File: src/rtl/tdes_pkg.sv
package tdes_pkg;
  localparam int BLK_W  = 64;
  localparam int KEY_W  = 56;
  localparam int HALF_K = KEY_W / 2;
  localparam int SUBK_W = 48;
  localparam int RND_N  = 16;
  localparam int RIDX_W = $clog2(RND_N);
  localparam int CNT_W  = $clog2(RND_N + 1);

  typedef enum logic [1:0] {ST_EMPTY, ST_BUSY, ST_FULL} stg_state_e;

  // substitution boxes, entry 0 in the top nibble, index = {row, column}
  localparam logic [255:0] SBOX [8] = '{
    256'hE4D12FB83A6C59070F74E2D1A6CB953841E8D62BFC973A50FC8249175B3EA06D,
    256'hF18E6B34972DC05A3D47F28EC01A69B50E7BA4D158C6932FD8A13F42B67C05E9,
    256'hA09E63F51DC7B428D709346A285ECBF1D6498F30B12C5AE71AD069874FE3B52C,
    256'h7DE3069A1285BC4FD8B56F03472C1AE9A690CB7DF13E52843F06A1D8945BC72E,
    256'h2C417AB6853FD0E9EB2C47D150FA3986421BAD78F9C5630EB8C71E2D6F09A453,
    256'hC1AF92680D34E75BAF427C9561DE0B389EF528C3704A1DB6432C95FABE17608D,
    256'h4B2EF08D3C975A61D0B7491AE35C2F8614BDC37EAF6805926BD814A7950FE23C,
    256'hD2846FB1A93E50C71FD8A374C56B0E927B419CE206ADF35821E74A8DFC90356B};

  localparam int PERM_P [32] = '{16,7,20,21,29,12,28,17,1,15,23,26,5,18,31,10,
                                 2,8,24,14,32,27,3,9,19,13,30,6,22,11,4,25};
  localparam int PERM_PC1 [56] = '{57,49,41,33,25,17,9,1,58,50,42,34,26,18,
                                   10,2,59,51,43,35,27,19,11,3,60,52,44,36,
                                   63,55,47,39,31,23,15,7,62,54,46,38,30,22,
                                   14,6,61,53,45,37,29,21,13,5,28,20,12,4};
  localparam int PERM_PC2 [48] = '{14,17,11,24,1,5,3,28,15,6,21,10,
                                   23,19,12,4,26,8,16,7,27,20,13,2,
                                   41,52,31,37,47,55,30,40,51,45,33,48,
                                   44,49,39,56,34,53,46,42,50,36,29,32};
  // total left rotation of each key half in force during round n
  localparam int ROT_CUM [16] = '{1,2,4,6,8,10,12,14,15,17,19,21,23,25,27,28};

  function automatic int ip_src(input int i);
    int r;
    int c;
    r = i / 8;
    c = i % 8;
    return ((r < 4) ? (58 + 2 * r) : (57 + 2 * (r - 4))) - 8 * c;
  endfunction

  function automatic logic [63:0] init_perm(input logic [63:0] x);
    logic [63:0] y;
    for (int i = 0; i < 64; i++) y[63-i] = x[64-ip_src(i)];
    return y;
  endfunction

  function automatic logic [63:0] final_perm(input logic [63:0] x);
    logic [63:0] y;
    for (int i = 0; i < 64; i++) y[64-ip_src(i)] = x[63-i];
    return y;
  endfunction

  function automatic logic [31:0] feistel(input logic [31:0] r, input logic [47:0] k);
    logic [47:0] e;
    logic [31:0] s;
    logic [31:0] p;
    logic [5:0]  six;
    int          src;
    int          idx;
    for (int i = 0; i < 48; i++) begin
      src = ((4 * (i / 6) + (i % 6) + 31) % 32) + 1;
      e[47-i] = r[32-src];
    end
    e = e ^ k;
    for (int b = 0; b < 8; b++) begin
      six = e[47-6*b -: 6];
      idx = {26'd0, six[5], six[0], six[4:1]};
      s[31-4*b -: 4] = SBOX[b][255-4*idx -: 4];
    end
    for (int i = 0; i < 32; i++) p[31-i] = s[32-PERM_P[i]];
    return p;
  endfunction

  function automatic logic [55:0] key_prep(input logic [55:0] k);
    logic [63:0] w;
    logic [55:0] cd;
    for (int b = 0; b < 8; b++) w[63-8*b -: 8] = {k[55-7*b -: 7], 1'b0};
    for (int i = 0; i < 56; i++) cd[55-i] = w[64-PERM_PC1[i]];
    return cd;
  endfunction

  function automatic logic [47:0] subkey(input logic [55:0] cd, input logic [3:0] rnd);
    logic [27:0] c;
    logic [27:0] d;
    logic [55:0] rot;
    logic [47:0] k;
    int          n;
    n = ROT_CUM[rnd];
    c = (cd[55:28] << n) | (cd[55:28] >> (HALF_K - n));
    d = (cd[27:0]  << n) | (cd[27:0]  >> (HALF_K - n));
    rot = {c, d};
    for (int i = 0; i < 48; i++) k[47-i] = rot[56-PERM_PC2[i]];
    return k;
  endfunction
endpackage

File: src/rtl/tdes_key_slot.sv
module tdes_key_slot
  import tdes_pkg::*;
(
  input  logic                clk,
  input  logic                rst_n,
  input  logic                key_we,
  input  logic [KEY_W-1:0]    key_in,
  input  logic [RIDX_W-1:0]   rnd,
  output logic [SUBK_W-1:0]   subk
);
  logic [KEY_W-1:0] cd_q;
  logic [KEY_W-1:0] cd_d;

  always_comb begin
    cd_d = cd_q;
    if (key_we) cd_d = key_prep(key_in);
  end

  always_ff @(posedge clk or negedge rst_n) begin
    if (!rst_n)      cd_q <= '0;
    else if (key_we) cd_q <= cd_d;
  end

  assign subk = subkey(cd_q, rnd);
endmodule

File: src/rtl/tdes_cbc_stage.sv
module tdes_cbc_stage
  import tdes_pkg::*;
#(
  parameter bit DECRYPT = 1'b0
) (
  input  logic             clk,
  input  logic             rst_n,
  input  logic             key_we,
  input  logic [KEY_W-1:0] key_in,
  input  logic             chain_rst,
  input  logic [BLK_W-1:0] iv,
  input  logic             in_valid,
  output logic             in_ready,
  input  logic [BLK_W-1:0] in_data,
  output logic             out_valid,
  input  logic             out_ready,
  output logic [BLK_W-1:0] out_data
);
  stg_state_e       st_q, st_d;
  logic [CNT_W-1:0] cnt_q, cnt_d;
  logic [BLK_W-1:0] lr_q, lr_d, chain_q, chain_d;
  logic             accept, handoff, last, lr_en, chain_en;
  logic [RIDX_W-1:0] ridx, kidx;
  logic [SUBK_W-1:0] subk;
  logic [BLK_W-1:0]  rsrc, rout;

  assign handoff  = (st_q == ST_FULL) && out_ready && !chain_rst;
  assign in_ready = !chain_rst && ((st_q == ST_EMPTY) || handoff);
  assign accept   = in_valid && in_ready;
  assign last     = (st_q == ST_BUSY) && (cnt_q == CNT_W'(RND_N - 1));

  assign ridx = accept ? '0 : cnt_q[RIDX_W-1:0];
  assign kidx = DECRYPT ? (RIDX_W'(RND_N - 1) - ridx) : ridx;
  assign rsrc = accept ? init_perm(in_data ^ chain_q) : lr_q;
  assign rout = {rsrc[31:0], rsrc[63:32] ^ feistel(rsrc[31:0], subk)};

  tdes_key_slot u_keys (
    .clk(clk), .rst_n(rst_n), .key_we(key_we), .key_in(key_in),
    .rnd(kidx), .subk(subk)
  );

  always_comb begin
    st_d    = st_q;
    cnt_d   = cnt_q;
    lr_d    = rout;
    chain_d = final_perm({rout[31:0], rout[63:32]});
    lr_en   = 1'b0;
    chain_en = 1'b0;
    if (chain_rst) begin
      st_d     = ST_EMPTY;
      cnt_d    = '0;
      chain_d  = iv;
      chain_en = 1'b1;
    end else begin
      if (handoff) st_d = ST_EMPTY;
      if (accept) begin
        st_d  = ST_BUSY;
        cnt_d = CNT_W'(1);
        lr_en = 1'b1;
      end else if (st_q == ST_BUSY) begin
        cnt_d = cnt_q + CNT_W'(1);
        lr_en = 1'b1;
        if (last) begin
          st_d     = ST_FULL;
          chain_en = 1'b1;
        end
      end
    end
  end

  always_ff @(posedge clk or negedge rst_n) begin
    if (!rst_n) begin
      st_q    <= ST_EMPTY;
      cnt_q   <= '0;
      lr_q    <= '0;
      chain_q <= '0;
    end else begin
      st_q  <= st_d;
      cnt_q <= cnt_d;
      if (lr_en)    lr_q    <= lr_d;
      if (chain_en) chain_q <= chain_d;
    end
  end

  assign out_valid = (st_q == ST_FULL) && !chain_rst;
  assign out_data  = chain_q;

  p_ready_drop_r5: assert property (@(posedge clk) disable iff (!rst_n)
    (in_valid && in_ready) |=> !in_ready);
  p_stall_hold_r5: assert property (@(posedge clk) disable iff (!rst_n)
    (out_valid && !out_ready && !chain_rst) |=> (chain_rst || (out_valid && $stable(out_data))));
  p_flush_quiet_r3: assert property (@(posedge clk) disable iff (!rst_n)
    chain_rst |=> !out_valid);
  p_iv_load_r2: assert property (@(posedge clk) disable iff (!rst_n)
    chain_rst |=> (out_data == $past(iv)));
endmodule

File: src/rtl/tdes_inner_cbc_enc.sv
module tdes_inner_cbc_enc
  import tdes_pkg::*;
(
  input  logic              clk,
  input  logic              rst_n,
  input  logic              key_load,
  input  logic [2*KEY_W-1:0] key_pair,
  input  logic              chain_rst,
  input  logic [BLK_W-1:0]  iv_s1,
  input  logic [BLK_W-1:0]  iv_s2,
  input  logic [BLK_W-1:0]  iv_s3,
  input  logic              blk_valid,
  output logic              blk_ready,
  input  logic [BLK_W-1:0]  blk_in,
  output logic              res_valid,
  output logic [BLK_W-1:0]  res_out
);
  localparam int NSTG = 3;
  localparam int GAP_W = $clog2(RND_N + 1);

  logic [1:0]       sync_q;
  logic             rst_i_n;
  logic             lnk_v [NSTG+1];
  logic             lnk_r [NSTG+1];
  logic [BLK_W-1:0] lnk_d [NSTG+1];
  logic [BLK_W-1:0] ivs   [NSTG];

  always_ff @(posedge clk or negedge rst_n) begin
    if (!rst_n) sync_q <= '0;
    else        sync_q <= {sync_q[0], 1'b1};
  end
  assign rst_i_n = sync_q[1];

  assign ivs[0] = iv_s1;
  assign ivs[1] = iv_s2;
  assign ivs[2] = iv_s3;

  assign lnk_v[0]    = blk_valid;
  assign lnk_d[0]    = blk_in;
  assign blk_ready   = lnk_r[0];
  assign lnk_r[NSTG] = 1'b1;
  assign res_valid   = lnk_v[NSTG];
  assign res_out     = lnk_d[NSTG];

  for (genvar g = 0; g < NSTG; g++) begin : g_stage
    tdes_cbc_stage #(.DECRYPT(g == 1)) u_stg (
      .clk(clk), .rst_n(rst_i_n), .key_we(key_load),
      .key_in((g == 1) ? key_pair[KEY_W-1:0] : key_pair[2*KEY_W-1:KEY_W]),
      .chain_rst(chain_rst), .iv(ivs[g]),
      .in_valid(lnk_v[g]), .in_ready(lnk_r[g]), .in_data(lnk_d[g]),
      .out_valid(lnk_v[g+1]), .out_ready(lnk_r[g+1]), .out_data(lnk_d[g+1])
    );
  end

  // spacing between results, counted since the previous result
  logic [GAP_W-1:0] gap_q;
  logic             seen_q;
  always_ff @(posedge clk or negedge rst_i_n) begin
    if (!rst_i_n) begin
      gap_q  <= '0;
      seen_q <= 1'b0;
    end else if (res_valid) begin
      gap_q  <= GAP_W'(1);
      seen_q <= 1'b1;
    end else if (gap_q != GAP_W'(RND_N)) begin
      gap_q  <= gap_q + GAP_W'(1);
    end
  end

  p_rate_limit_r7: assert property (@(posedge clk) disable iff (!rst_i_n)
    res_valid |-> (!seen_q || gap_q == GAP_W'(RND_N)));
  p_pulse_r6: assert property (@(posedge clk) disable iff (!rst_i_n)
    res_valid |=> !res_valid);
endmodule

File: config.mk
export PLATFORM = sky130hd
export DESIGN_NAME = tdes_inner_cbc_enc
export DESIGN_NICKNAME = d
export VERILOG_FILES = /design/src/rtl/tdes_pkg.sv /design/src/rtl/tdes_key_slot.sv /design/src/rtl/tdes_cbc_stage.sv /design/src/rtl/tdes_inner_cbc_enc.sv
export SDC_FILE = /design/constraint.sdc
export NUM_CORES = 2
export LEC_CHECK = 0
export ABC_AREA = 1
export BUFFER_PORTS_ARGS = -buffer_cell sky130_fd_sc_hd__buf_2
export CORE_ASPECT_RATIO = 1.5
export CORE_MARGIN = 4
export CORE_UTILIZATION = 33
export DETAILED_ROUTE_END_ITERATION = 12
export PLACE_DENSITY = 0.52
export SLEW_MARGIN = 20
export SYNTH_ARGS = -nofsm -noshare
export SYNTH_HDL_FRONTEND = slang
export SYNTH_SLANG_ARGS = --single-unit
File: constraint.sdc
create_clock -name clk -period 28.4 [get_ports clk]
set_clock_uncertainty 0.1 [all_clocks]
set_input_delay 1.42 -clock clk [delete_from_list [all_inputs] [get_ports clk]]
set_output_delay 1.42 -clock clk [all_outputs]
set_load 0.01 [all_outputs]
==> results.json <==
{
  "synth-seq-cells": 519,
  "start_kind": "input port",
  "worst_slack_ps": 19600,
  "required_ps": 28880,
  "top_layer": "met5",
  "drive_gt1_frac": 0.0901,
  "pre_cts_ws_ps": 18960,
  "arrival_ps": 9280,
  "power_density_mw_per_mm2": 83.0,
  "fill_cells": 19721,
  "fp.dieArea_mm2": 0.182,
  "synth_edf_count": 0,
  "setup-violations-final": 0,
  "numClockSinks": 519,
  "cts_buffer_depth": 3,
  "start_util": 0.332,
  "ir_drop_mv": 0.0480,
  "drc": 0,
  "rsz0062_at_grt": "no",
  "root_buffer": "clkbuf_16",
  "clkLatencyLatePin_ps": 720,
  "period_minus_slack_ps": 8800,
  "rows": 188,
  "synth_area_leaders": "nand2_1 26%, dfrtp_1 22%, nand3_1 14%",
  "grt_max_degree": 102,
  "dp_hpwl_um": 261000,
  "fin_crit_sh": 0.310,
  "synth_cells": 10067,
  "multi_input_area_mm2": 0.0390,
  "p_leak_nw": 33.6,
  "avgSynthCellArea_um2": 5.76,
  "wl_met1_um": 129000,
  "fin_nets": 10761,
  "crit_type": "input port to register",
  "port_buffers": 438,
  "holdBufCountCts": 0,
  "finalMaxSlewViolations": 0,
  "maxCapViolCount": 0,
  "detail-route-antenna-nets": 0,
  "cts_tree": "done",
  "netlist_area_mm2": 0.0579,
  "fin_setup_tns_ps": 0,
  "fp.dieW_um": 350,
  "grt_pass1_vias": 65749,
  "regArea_mm2": 0.0130,
  "critPathSlowestCell": "xor2_1",
  "synth_ff_type": "dfrtp_1",
  "finalPower_mw": 5.33,
  "io-pin-count": 439,
  "die_y_um": 521,
  "clk_pin_slew_ps": 60,
  "post_cts_buffers": 0,
  "status": "finished clean",
  "cts_htree_levels": 3,
  "antenna_found_initial": 25,
  "wl_met3_um": 25600,
  "tightest_slew_ps": 1250,
  "wirelength_um": 324000,
  "cts_buffers": 66,
  "synth_warnings": 0,
  "wl_met2_um": 144000,
  "area_delta_synth_final_pct": 10.8,
  "synth_top_area_cell": "nand2_1",
  "overflow": 0,
  "postSynth.asyncResetShare": 1.00,
  "slew_headroom": 0.159,
  "synth_nets": 10619,
  "core_mm2": 0.175,
  "yosysTopAreaCellShare": 0.257,
  "setup.worst_path.end_class": "register",
  "finalHoldViolCount": 0,
  "cp_slowest_stage_delay_ps": 660,
  "grt_pass1_wl_um": 459000,
  "avgViaCountPerCell": 5.64,
  "synth.distinct_cells": 70,
  "cp_max_fo": 46,
  "gp_congestion": 1.04,
  "num_vias": 70806,
  "grt_use_total": 0.342,
  "drtIter0Drc": 8276,
  "post_cts_resized": 0,
  "fmax_ghz": 0.114,
  "ys_seq_area_frac": 0.224,
  "worst_path_most_repeated_cell": "nand2_1",
  "hold_path_class": "register to register",
  "drtPass1Iterations": 6,
  "wl_per_cell_um": 25.8
}
power by group:
part	internal [mW]	switching [mW]	total, mW
combinational	0.960	2.41	3.37
sequential	0.867	0.124	0.990
clock	0.556	0.407	0.962
path summary, 6_finish.rpt:
path | end | startpoint | depth (start not counted) | slack [ps]
setup / recovery | g_stage[1].u_stg.lr_q[12]$_DFFE_PN0P_ | chain_rst | 38 | 19600
hold / removal | sync_q[1]$_DFF_PN0_ | sync_q[0]$_DFF_PN0_ | 0 | 260
setup reg to reg | g_stage[1].u_stg.lr_q[12]$_DFFE_PN0P_ | g_stage[1].u_stg.st_q[0]$_DFF_PN0_ | 37 | 20340
hold reg to reg | sync_q[1]$_DFF_PN0_ | sync_q[0]$_DFF_PN0_ | 0 | 260
max in group asynchronous | g_stage[2].u_stg.lr_q[21]$_DFFE_PN0P_ | sync_q[1]$_DFF_PN0_ | 3 | 24970
min in group asynchronous | g_stage[0].u_stg.lr_q[27]$_DFFE_PN0P_ | sync_q[1]$_DFF_PN0_ | 0 | 350
synthesized netlist by cell type (all sizes together), types with 2 or more instances:
library cell / number
o311ai: 3
and2: 6
o21ai: 945
nand3b: 52
a31oi: 14
dfrtp: 519
o221ai: 15
a211o: 3
a221oi: 3
o2111ai: 6
xnor2: 57
nor2: 345
clkbuf: 258
o31ai: 5
nand3: 1680
or2: 44
a21boi: 2
a32o: 2
o32ai: 4
a22oi: 10
mux2i: 14
xor2: 162
nand4: 91
a211oi: 2
o21a: 6
a21oi: 106
clkinv: 11
ha: 179
inv: 1000
buf: 220
o22ai: 25
nor3: 14
o211ai: 176
a22o: 50
nand2: 4030
sequential cells by signal, summed over array words and instances, names as in the netlist:
register and flops:
g_stage.u_stg.out_data 192, g_stage.u_stg.lr_q 192, g_stage.u_stg.cnt_q 15, g_stage.u_stg.u_keys.cd_q 112
sync_q 2, g_stage.u_stg.st_q 6
layer usage:
metal,vias to the layer above,track usage
met3,684,0.0502
met4,10,0.218
met2,3541,0.551
met5,-,0
li1,33004,-
met1,33567,0.428
layout make-up:
cell class / count / share of cell area
clock inverters: 36 / 0.00817
multi-input cells: 8059 / 0.608
repair buffers: 552 / 0.0480
inverters: 1011 / 0.0594
clock buffers: 85 / 0.0292
diodes: 4 / 0.000156
flip-flops and latches: 519 / 0.202
well taps: 2280 / 0.0444
placed cells by master, fill, tap and decap left out, types with 37 or more instances in the layout:
cell type,instances
ha_1,179
or2_2,37
nand3_1,1674
inv_2,63
a21oi_1,101
o21ai_1,103
nand2_2,62
o211ai_1,175
nand3b_1,52
nand2_1,3959
a22o_1,50
xor2_1,142
o21ai_0,828
inv_1,935
nand4_1,90
nor2_1,319
buf_2,436
clkbuf_16,67
dfrtp_1,518
buf_4,113
xnor2_1,56
metrics by stage:
stage	hold WS [ps]	utilization	cells	instance area, um^2
2_1_floorplan	231	-	10067	57900
4_1_cts	266	0.367	12541	64200
3_5_place_dp	252	0.353	12420	61800
6_report	263	0.367	12546	64200
3_3_place_gp	242	0.353	12420	61800
5_1_grt	276	0.367	12543	64200
logic make-up after synthesis:
kind of cell | after synthesis | share of synthesized area
and+or+nand+nor | 6262 | 0.458
buffers and inverters | 1489 | 0.104
AOI/OAI and AO/OA | 1383 | 0.137
DFF | 519 | 0.224
xor gates and xnor gates | 219 | 0.0361
adders and majority gates | 179 | 0.0387
muxes | 15 | 0.00261
other | 1 | 0.0000647
critical path: cells and delay by family:
family | cells | cell delay (ps)
AOI/OAI and AO/OA | 1 | 110
xor gates and xnor gates | 1 | 660
and+or+nand+nor | 20 | 2780
adders and majority gates | 4 | 1420
buffers and inverters | 12 | 2720
Note: power is estimated with default switching activity, not from simulation.
